File: config.mk
export PLATFORM = sky130hd
export DESIGN_NAME = xbp_slave_arb
export DESIGN_NICKNAME = d
export VERILOG_FILES = /design/src/rtl/xbp_pkg.sv /design/src/rtl/xbp_rr_pick.sv /design/src/rtl/xbp_owner_ctl.sv /design/src/rtl/xbp_steer.sv /design/src/rtl/xbp_slave_arb.sv
export SDC_FILE = /design/constraint.sdc
export NUM_CORES = 1
export LEC_CHECK = 0
export BUFFER_PORTS_ARGS = -buffer_cell sky130_fd_sc_hd__buf_2
export CORE_AREA = 3 3 82 84
export DETAILED_ROUTE_END_ITERATION = 10
export DIE_AREA = 0 0 85 87
export HOLD_SLACK_MARGIN = 0.03
export PLACE_DENSITY = 0.74
export SKIP_CTS_REPAIR_TIMING = 1
export SYNTH_ARGS = -nofsm -noshare
export SYNTH_HDL_FRONTEND = slang
export SYNTH_SLANG_ARGS = --single-unit
File: constraint.sdc
create_clock -name clk -period 4.3 [get_ports clk]
set_input_delay 0.86 -clock clk [delete_from_list [all_inputs] [get_ports clk]]
set_output_delay 0.86 -clock clk [all_outputs]
set_load 0.03 [all_outputs]
File: src/rtl/xbp_pkg.sv
package xbp_pkg;

  typedef enum logic [1:0] {
    PARK_FIXED  = 2'b00,
    PARK_LAST   = 2'b01,
    PARK_LOWPWR = 2'b10
  } park_mode_e;

endpackage

File: src/rtl/xbp_rr_pick.sv
module xbp_rr_pick #(
  parameter int NUM_M = 4,
  parameter int IW    = 2
) (
  input  logic [NUM_M-1:0] req,
  input  logic [IW-1:0]    start,
  output logic             found,
  output logic [IW-1:0]    pick
);

  always_comb begin
    found = 1'b0;
    pick  = '0;
    for (int k = 0; k < NUM_M; k++) begin
      int idx;
      idx = int'(start) + k;
      if (idx >= NUM_M) idx = idx - NUM_M;
      if (!found && req[idx]) begin
        found = 1'b1;
        pick  = IW'(idx);
      end
    end
  end

endmodule

File: src/rtl/xbp_owner_ctl.sv
module xbp_owner_ctl
  import xbp_pkg::*;
#(
  parameter int NUM_M = 4,
  parameter int IW    = 2
) (
  input  logic             clk,
  input  logic             rst_n,
  input  logic             s_ready,
  input  logic [NUM_M-1:0] m_req,
  input  logic [NUM_M-1:0] m_lock,
  input  logic [1:0]       park_mode,
  input  logic [IW-1:0]    park_id,
  output logic [IW-1:0]    owner,
  output logic             owner_vld
);

  localparam logic [IW-1:0] LAST_IDX = IW'(NUM_M - 1);

  logic [IW-1:0] own_q, own_d;
  logic [IW-1:0] ptr_q, ptr_d;
  logic          vld_q, vld_d;
  logic          hold_q, hold_d;
  logic          stick;
  logic          win_found;
  logic [IW-1:0] win_idx;
  logic [IW-1:0] park_sel;
  logic          no_req;

  xbp_rr_pick #(.NUM_M(NUM_M), .IW(IW)) u_pick (
    .req   (m_req),
    .start (ptr_q),
    .found (win_found),
    .pick  (win_idx)
  );

  assign stick    = vld_q & m_lock[own_q] & (m_req[own_q] | hold_q);
  assign park_sel = (32'(park_id) < NUM_M) ? park_id : '0;
  assign no_req   = (m_req == '0);

  always_comb begin
    own_d  = own_q;
    vld_d  = vld_q;
    ptr_d  = ptr_q;
    hold_d = hold_q;
    if (s_ready) begin
      hold_d = stick;
      if (stick) begin
        own_d = own_q;
      end else if (win_found) begin
        own_d = win_idx;
        vld_d = 1'b1;
        ptr_d = (win_idx == LAST_IDX) ? '0 : win_idx + 1'b1;
      end else begin
        case (park_mode)
          PARK_FIXED: begin
            own_d = park_sel;
            vld_d = 1'b1;
          end
          PARK_LAST: begin
            vld_d = vld_q;
          end
          default: begin
            vld_d = 1'b0;
          end
        endcase
      end
    end
  end

  always_ff @(posedge clk or negedge rst_n) begin
    if (!rst_n) begin
      own_q  <= '0;
      vld_q  <= 1'b0;
      ptr_q  <= '0;
      hold_q <= 1'b0;
    end else if (s_ready) begin
      own_q  <= own_d;
      vld_q  <= vld_d;
      ptr_q  <= ptr_d;
      hold_q <= hold_d;
    end
  end

  assign owner     = own_q;
  assign owner_vld = vld_q;

  a_r2_hold_without_ready: assert property (@(posedge clk) disable iff (!rst_n)
    !s_ready |=> $stable(own_q) && $stable(vld_q));

  a_r8_lock_keeps_owner: assert property (@(posedge clk) disable iff (!rst_n)
    (s_ready && stick) |=> vld_q && (own_q == $past(own_q)));

  a_r1_grant_to_requester: assert property (@(posedge clk) disable iff (!rst_n)
    (s_ready && !stick && !no_req) |=> vld_q && (|($past(m_req) & (NUM_M'(1) << own_q))));

  a_r4_fixed_park: assert property (@(posedge clk) disable iff (!rst_n)
    (s_ready && !stick && no_req && park_mode == PARK_FIXED)
      |=> vld_q && (own_q == $past(park_sel)));

  a_r5_last_park: assert property (@(posedge clk) disable iff (!rst_n)
    (s_ready && !stick && no_req && park_mode == PARK_LAST)
      |=> (vld_q == $past(vld_q)) && (own_q == $past(own_q)));

  a_r6_lowpower_release: assert property (@(posedge clk) disable iff (!rst_n)
    (s_ready && !stick && no_req && park_mode[1]) |=> !vld_q);

endmodule

File: src/rtl/xbp_steer.sv
module xbp_steer #(
  parameter int NUM_M  = 4,
  parameter int IW     = 2,
  parameter int ADDR_W = 32,
  parameter int MID_W  = 4
) (
  input  logic                    clk,
  input  logic                    rst_n,
  input  logic [IW-1:0]           owner,
  input  logic                    owner_vld,
  input  logic [NUM_M-1:0]        m_req,
  input  logic [NUM_M-1:0]        m_lock,
  input  logic [2*NUM_M-1:0]      m_trans,
  input  logic [3*NUM_M-1:0]      m_burst,
  input  logic [ADDR_W*NUM_M-1:0] m_addr,
  input  logic [NUM_M-1:0]        m_write,
  output logic [1:0]              s_trans,
  output logic [2:0]              s_burst,
  output logic [ADDR_W-1:0]       s_addr,
  output logic                    s_write,
  output logic                    s_lock,
  output logic [MID_W-1:0]        s_master
);

  logic [1:0]        trans_a [NUM_M];
  logic [2:0]        burst_a [NUM_M];
  logic [ADDR_W-1:0] addr_a  [NUM_M];

  for (genvar g = 0; g < NUM_M; g++) begin : g_slice
    assign trans_a[g] = m_trans[g*2 +: 2];
    assign burst_a[g] = m_burst[g*3 +: 3];
    assign addr_a[g]  = m_addr[g*ADDR_W +: ADDR_W];
  end

  always_comb begin
    s_trans  = '0;
    s_burst  = '0;
    s_addr   = '0;
    s_write  = 1'b0;
    s_lock   = 1'b0;
    s_master = '0;
    if (owner_vld) begin
      s_addr  = addr_a[owner];
      s_write = m_write[owner];
      if (m_req[owner]) begin
        s_trans  = trans_a[owner];
        s_burst  = burst_a[owner];
        s_lock   = m_lock[owner];
        s_master = MID_W'(owner);
      end
    end
  end

  a_r6_idle_bus_zero: assert property (@(posedge clk) disable iff (!rst_n)
    !owner_vld |-> (s_trans == '0) && (s_addr == '0) && !s_lock && (s_master == '0));

  a_r3_forced_when_away: assert property (@(posedge clk) disable iff (!rst_n)
    (owner_vld && !m_req[owner]) |-> (s_trans == '0) && (s_burst == '0) && !s_lock);

endmodule

File: src/rtl/xbp_slave_arb.sv
module xbp_slave_arb #(
  parameter int NUM_M  = 4,
  parameter int ADDR_W = 32,
  parameter int MID_W  = 4,
  localparam int IW    = (NUM_M > 1) ? $clog2(NUM_M) : 1
) (
  input  logic                    clk,
  input  logic                    rst_n,
  input  logic [1:0]              park_mode,
  input  logic [IW-1:0]           park_id,
  input  logic                    s_ready,
  input  logic [NUM_M-1:0]        m_req,
  input  logic [NUM_M-1:0]        m_lock,
  input  logic [2*NUM_M-1:0]      m_trans,
  input  logic [3*NUM_M-1:0]      m_burst,
  input  logic [ADDR_W*NUM_M-1:0] m_addr,
  input  logic [NUM_M-1:0]        m_write,
  output logic [1:0]              s_trans,
  output logic [2:0]              s_burst,
  output logic [ADDR_W-1:0]       s_addr,
  output logic                    s_write,
  output logic                    s_lock,
  output logic [MID_W-1:0]        s_master,
  output logic                    owner_vld,
  output logic [IW-1:0]           owner_idx
);

  logic [IW-1:0] own;
  logic          own_vld;

  xbp_owner_ctl #(.NUM_M(NUM_M), .IW(IW)) u_ctl (
    .clk       (clk),
    .rst_n     (rst_n),
    .s_ready   (s_ready),
    .m_req     (m_req),
    .m_lock    (m_lock),
    .park_mode (park_mode),
    .park_id   (park_id),
    .owner     (own),
    .owner_vld (own_vld)
  );

  xbp_steer #(.NUM_M(NUM_M), .IW(IW), .ADDR_W(ADDR_W), .MID_W(MID_W)) u_steer (
    .clk       (clk),
    .rst_n     (rst_n),
    .owner     (own),
    .owner_vld (own_vld),
    .m_req     (m_req),
    .m_lock    (m_lock),
    .m_trans   (m_trans),
    .m_burst   (m_burst),
    .m_addr    (m_addr),
    .m_write   (m_write),
    .s_trans   (s_trans),
    .s_burst   (s_burst),
    .s_addr    (s_addr),
    .s_write   (s_write),
    .s_lock    (s_lock),
    .s_master  (s_master)
  );

  assign owner_vld = own_vld;
  assign owner_idx = own;

endmodule

# ---- Word level (Yosys, flattened, before mapping)
# Cells that the tools add are included.
dict set report word_totals {
  word_cells 95
  ff_bits 6
  memories 0
  ramBits 0
  rom_bits 0
  in_bits 167
  latchBits 0
  out_inout_bits 46
}
dict set report classes {
  n_eq_ne 3
  mux 54
  mul 0
  shifts 0
  order_cmp 10
  bitwise_logic 5
  add_sub_neg 8
  n_reduce_logical 11
  n_div 0
}
# operator count
set ops {}
lappend ops {{$mux 32} 7}
lappend ops {{$lt 32x4->1 const B} 4}
lappend ops {{$bmux 32 s2} 1}
lappend ops {{$mux 2} 12}
lappend ops {{$mux 1} 19}
lappend ops {{$bmux 1 s2} 7}
lappend ops {{$ge 3x3->1 const B} 4}
lappend ops {{$mux 3} 4}
lappend ops {{$sub 3x3->4 const B} 3}
lappend ops {{$reduce_and 3->1} 3}
lappend ops {{$add 2x2->3 const B} 2}
lappend ops {{$bmux 3 s2} 1}
lappend ops {{$bmux 2 s2} 1}
lappend ops {{$mux 4} 1}
lappend ops {{$sub 2x3->4 const B} 1}
lappend ops {{$add 2x1->3 const B} 1}
lappend ops {{$ge 2x3->1 const B} 1}
lappend ops {{$logic_and 1x1->1} 3}
lappend ops {{$logic_not 1->1} 3}
lappend ops {{$lt 2x3->1 const B} 1}
lappend ops {{$not 2->3} 1}
lappend ops {{$add 2x1->2 const B} 1}
lappend ops {{$and 1x1->1} 2}
lappend ops {{$eq 2x1->1 const B} 1}
lappend ops {{other kinds (7)} 7}

# ---- Logic depth before layout (Yosys ltp)
dict set report logic_depth {
  ltp_word 17
  mapped_depth 5
  ltp_nobuf 4
}

# ---- Hierarchy
# Synthesis repeated with hierarchy kept, for this count alone.
dict set report unflattened {
  hier_cells 154
  hier_area_um2 1813.0
}
# mod cells_per_inst instances area_each_um2 seq_area_each_um2
set by_module_without_submodules {}
lappend by_module_without_submodules {xbp_steer 100 1 1320.0 0.0}
lappend by_module_without_submodules {xbp_owner_ctl 39 1 415.4 150.1}
lappend by_module_without_submodules {xbp_rr_pick 15 1 77.6 0.0}

# ---- Worst setup path before layout
# OpenSTA, ideal clock, no wires.
dict set report synth_path {
  kind {reg2out}
  start {register u_ctl.own_q[0], in the netlist u_ctl.owner[0]}
  end {output s_lock}
  slack_ps 1426
  stages_incl_launch_ff 5
  required_time_ps 3440
  arrival_ps 2014
  path_buffers 2
  cell_sequence {dfrtp_1 > buf_6 > clkbuf_1 > nor2_1 > a211oi_1}
}
dict set report synth_via {
  elab_chain_cells 4
  word_cells_on_any_way 6
  classes_between {mux: 6}
}
# item line
set synth_lines {}
lappend synth_lines {{start, declared} xbp_owner_ctl.sv:20} ;# logic [IW-1:0] own_q, own_d;
lappend synth_lines {{start signal, assigned} xbp_owner_ctl.sv:78} ;# own_q <= own_d;
lappend synth_lines {{$bmux 1 s2 (on tied branches)} {xbp_steer.sv:48, xbp_steer.sv:45}}
lappend synth_lines {{$mux 1 (on tied branches)} {xbp_steer.sv:48, xbp_steer.sv:45}}
lappend synth_lines {{$mux 1 (*)} xbp_steer.sv:45} ;# if (m_req[owner]) begin
lappend synth_lines {{$mux 1 (*)} xbp_steer.sv:42} ;# if (owner_vld) begin
lappend synth_lines {{end, declared} xbp_slave_arb.sv:22} ;# output logic s_lock,
# Every way passes the cells marked *; elsewhere a longest branch is shown, timed or not. The select of a mux whose other input is x is not followed.

# ---- Worst setup path in the final report
dict set report layout_path {
  start {register u_ctl.own_q[1], in the netlist u_ctl.owner[1]}
  end {output s_lock}
}
# The elaborated chain is that of the path after synthesis.

==> impl_metrics.tcl <==
set metrics [dict create \
    status "completed" \
    portBuffers 210 \
    postRouteAntennaNets 0 \
    arrival_ns 2.27 \
    cp-end-kind "output port" \
    startpoint_type "flop" \
    drt-total-wl_mm 6.97 \
    routabilityCongestion 0.819 \
    drv_cap 0 \
    clk_pin_slew_ns 0.04 \
    clock_latency_ns 0.22 \
    num_vias 2098 \
    power_frac_comb 0.824 \
    wire_per_inst_um 16.4 \
    first_pass_iters 4 \
    finalClockSkew_ns 0.000521 \
    grt_overflow 0 \
    finalPower_uw 1790 \
    yosys_warnings 0 \
    finalCritPeriodShare 0.727 \
    antenna_found_initial 0 \
    hold_viol_final 0 \
    diodes 0 \
    layout_commonest_cell "buf_2" \
    maxSlewViolCount 0 \
    pin_count 213 \
    drt-initial-drc-count 61 \
    swShare 0.532 \
    setup_viol 0 \
    hold_path.class "input port to async pin" \
    crit_fanout 44 \
    synthToLayoutAreaGrowth_pct 67.8 \
    nets 518 \
    ys_seq_area_frac 0.0902 \
    mostFrequentLayoutCells "buf_2 (210), mux4_2 (39), and2_1 (34), nor2_1 (9), a21oi_1 (6)" \
    worst_pin_slew_ns 1.05 \
    grtUsageTotal 0.166 \
    vias_per_cell 4.95 \
    hpwl_mm 5.81 \
    cts.sinks 6 \
    cts_tree "yes" \
    die_area_um2 7400 \
    post-route-drc-count 0 \
    fp.dieW_um 85 \
    final.min_clock_period_ns 3.13 \
    num_rows 28 \
    fmax_mhz 320 \
    root_buffer "clkbuf_8" \
    slew_headroom 0.298 \
    drive_above_1_share 0.742 \
    grt_pass1_vias 2097 \
    sequentialPowerShare 0.128 \
    netlist_instances 151 \
    cts_max_level 1 \
    grt_pass1_wl_mm 10.1 \
    synth.avg_cell_area_um2 11.0 \
    required_ns 3.44 \
    p_leak_uw 0.00141 \
    critical_path_class "flop to output port" \
    start_util 0.278 \
    intPower_uw 837 \
    ir_worst_vdd_v 0.000365 \
    finalSetupTns_ns 0 \
    clk_path_buf_depth 2 \
    clockPowerShare 0.047 \
    p_switching_uw 952 \
    rsz0062_at_grt "false" \
    chipHeight_um 87 \
    ys_types 33 \
    syn_area_um2 1670 \
    power_density_nw_per_um2 640 \
    core_area_um2 5990 \
    grt_max_degree 45 \
    synth-seq-cells 6 \
    cts_buffers 3 \
]
-- worst paths after layout --
| kind | start | endpoint | slack, ns | depth (start not counted) |
|---|---|---|---|---|
| max | u_ctl.owner[1] | s_lock | 1.17 | 4 |
| min | rst_n | u_ctl.ptr_q[0] | 0.46 | 1 |
| max reg2reg | u_ctl.owner[1] | u_ctl.ptr_q[1] | 1.70 | 4 |
| min reg2reg | u_ctl.hold_q | u_ctl.hold_q | 0.52 | 2 |
| max in group asynchronous | rst_n | u_ctl.owner[1] | 3.67 | 1 |
| min in group clk | u_ctl.hold_q | u_ctl.hold_q | 0.52 | 2 |
-- metal layers --
layer  global-route usage  wire, µm  vias to the layer above
li1                     -         -                      988
met1                0.201      2560                      997
met2                0.319      3820                      107
met3               0.0199       539                        6
met4               0.0216        42                        0
met5                    0         0                        -
-- synth_stat cells --
cell type | n | area (µm²)
o31ai_1 | 1 | 7.51
nand2_1 | 4 | 15.0
a221oi_1 | 2 | 17.5
buf_1 | 1 | 3.75
a2bb2oi_1 | 1 | 8.76
nor2_1 | 9 | 33.8
and3_1 | 5 | 31.3
nand2b_1 | 2 | 12.5
nor3_1 | 1 | 5.00
mux4_2 | 39 | 878
or2_4 | 1 | 8.76
and2_1 | 34 | 213
nor2b_1 | 3 | 18.8
inv_1 | 3 | 11.3
or2_2 | 1 | 6.26
o21a_1 | 1 | 7.51
mux2_2 | 1 | 11.3
a211oi_1 | 1 | 7.51
buf_2 | 3 | 15.0
mux2_1 | 1 | 11.3
a21oi_1 | 6 | 30.0
a31oi_1 | 1 | 6.26
mux2i_1 | 4 | 40.0
buf_6 | 1 | 11.3
nor4_1 | 1 | 6.26
o2bb2ai_1 | 2 | 17.5
a211oi_2 | 1 | 12.5
buf_4 | 2 | 15.0
conb_1 | 1 | 3.75
o22ai_1 | 1 | 6.26
clkbuf_1 | 10 | 37.5
dfrtp_1 | 6 | 150
nand3_1 | 1 | 5.00
-- flip-flops by register name, indices dropped and copies added (netlist names) --
signal and cells:
u_ctl.owner_vld 1, u_ctl.ptr_q 2, u_ctl.owner 2, u_ctl.hold_q 1
-- power groups by stage --
stage | registers (µW) | clock network, µW | logic [µW]
final | 229 | 85.0 | 1480
after global placement | 227 | 0 | 1470
after floorplan | 112 | 0 | 1220
after CTS | 234 | 86.5 | 1490
after global routing | 249 | 90.3 | 1570
after detailed placement | 236 | 0 | 1480
-- layout make-up --
cell class	count	area (µm²)
fillers	580	3200
multi-input cells	126	1430
repair buffers	211	1070
flip-flops and latches	6	153
well taps	75	93.8
clock buffers	3	41.3
inverters	3	11.3
-- cells by family (layout without fill, tap and decap cells) --
logic type	count (synthesis)	after routing	share of synthesized area
flip-flops	6	6	0.0902
AND/OR/NAND/NOR	62	62	0.213
other	1	2	0.00225
buffers and inverters	20	217	0.0563
multiplexers	45	45	0.565
AO/OA/AOI/OAI	17	17	0.0729
-- metrics by stage --
step | instances | utilization | worst slack [ns] | hold WS, ns | cell area (µm²)
final | 424 | 0.467 | 1.17 | 0.464 | 2800
after global routing | 424 | 0.467 | 1.03 | 0.470 | 2800
after CTS | 424 | 0.467 | 1.13 | 0.467 | 2800
after detailed placement | 421 | 0.460 | 1.36 | 0.501 | 2750
after global placement | 421 | 0.460 | 1.44 | 0.487 | 2750
after floorplan | 152 | - | 1.43 | 0.465 | 1670
-- critical path, stage by stage (launching register included) --
cell and delay, ns:
dfrtp_2 0.98, mux4_2 0.46, nand2_1 0.10, a211oi_1 0.21, buf_2 0.24
Note: power is estimated with default switching activity, not from simulation.
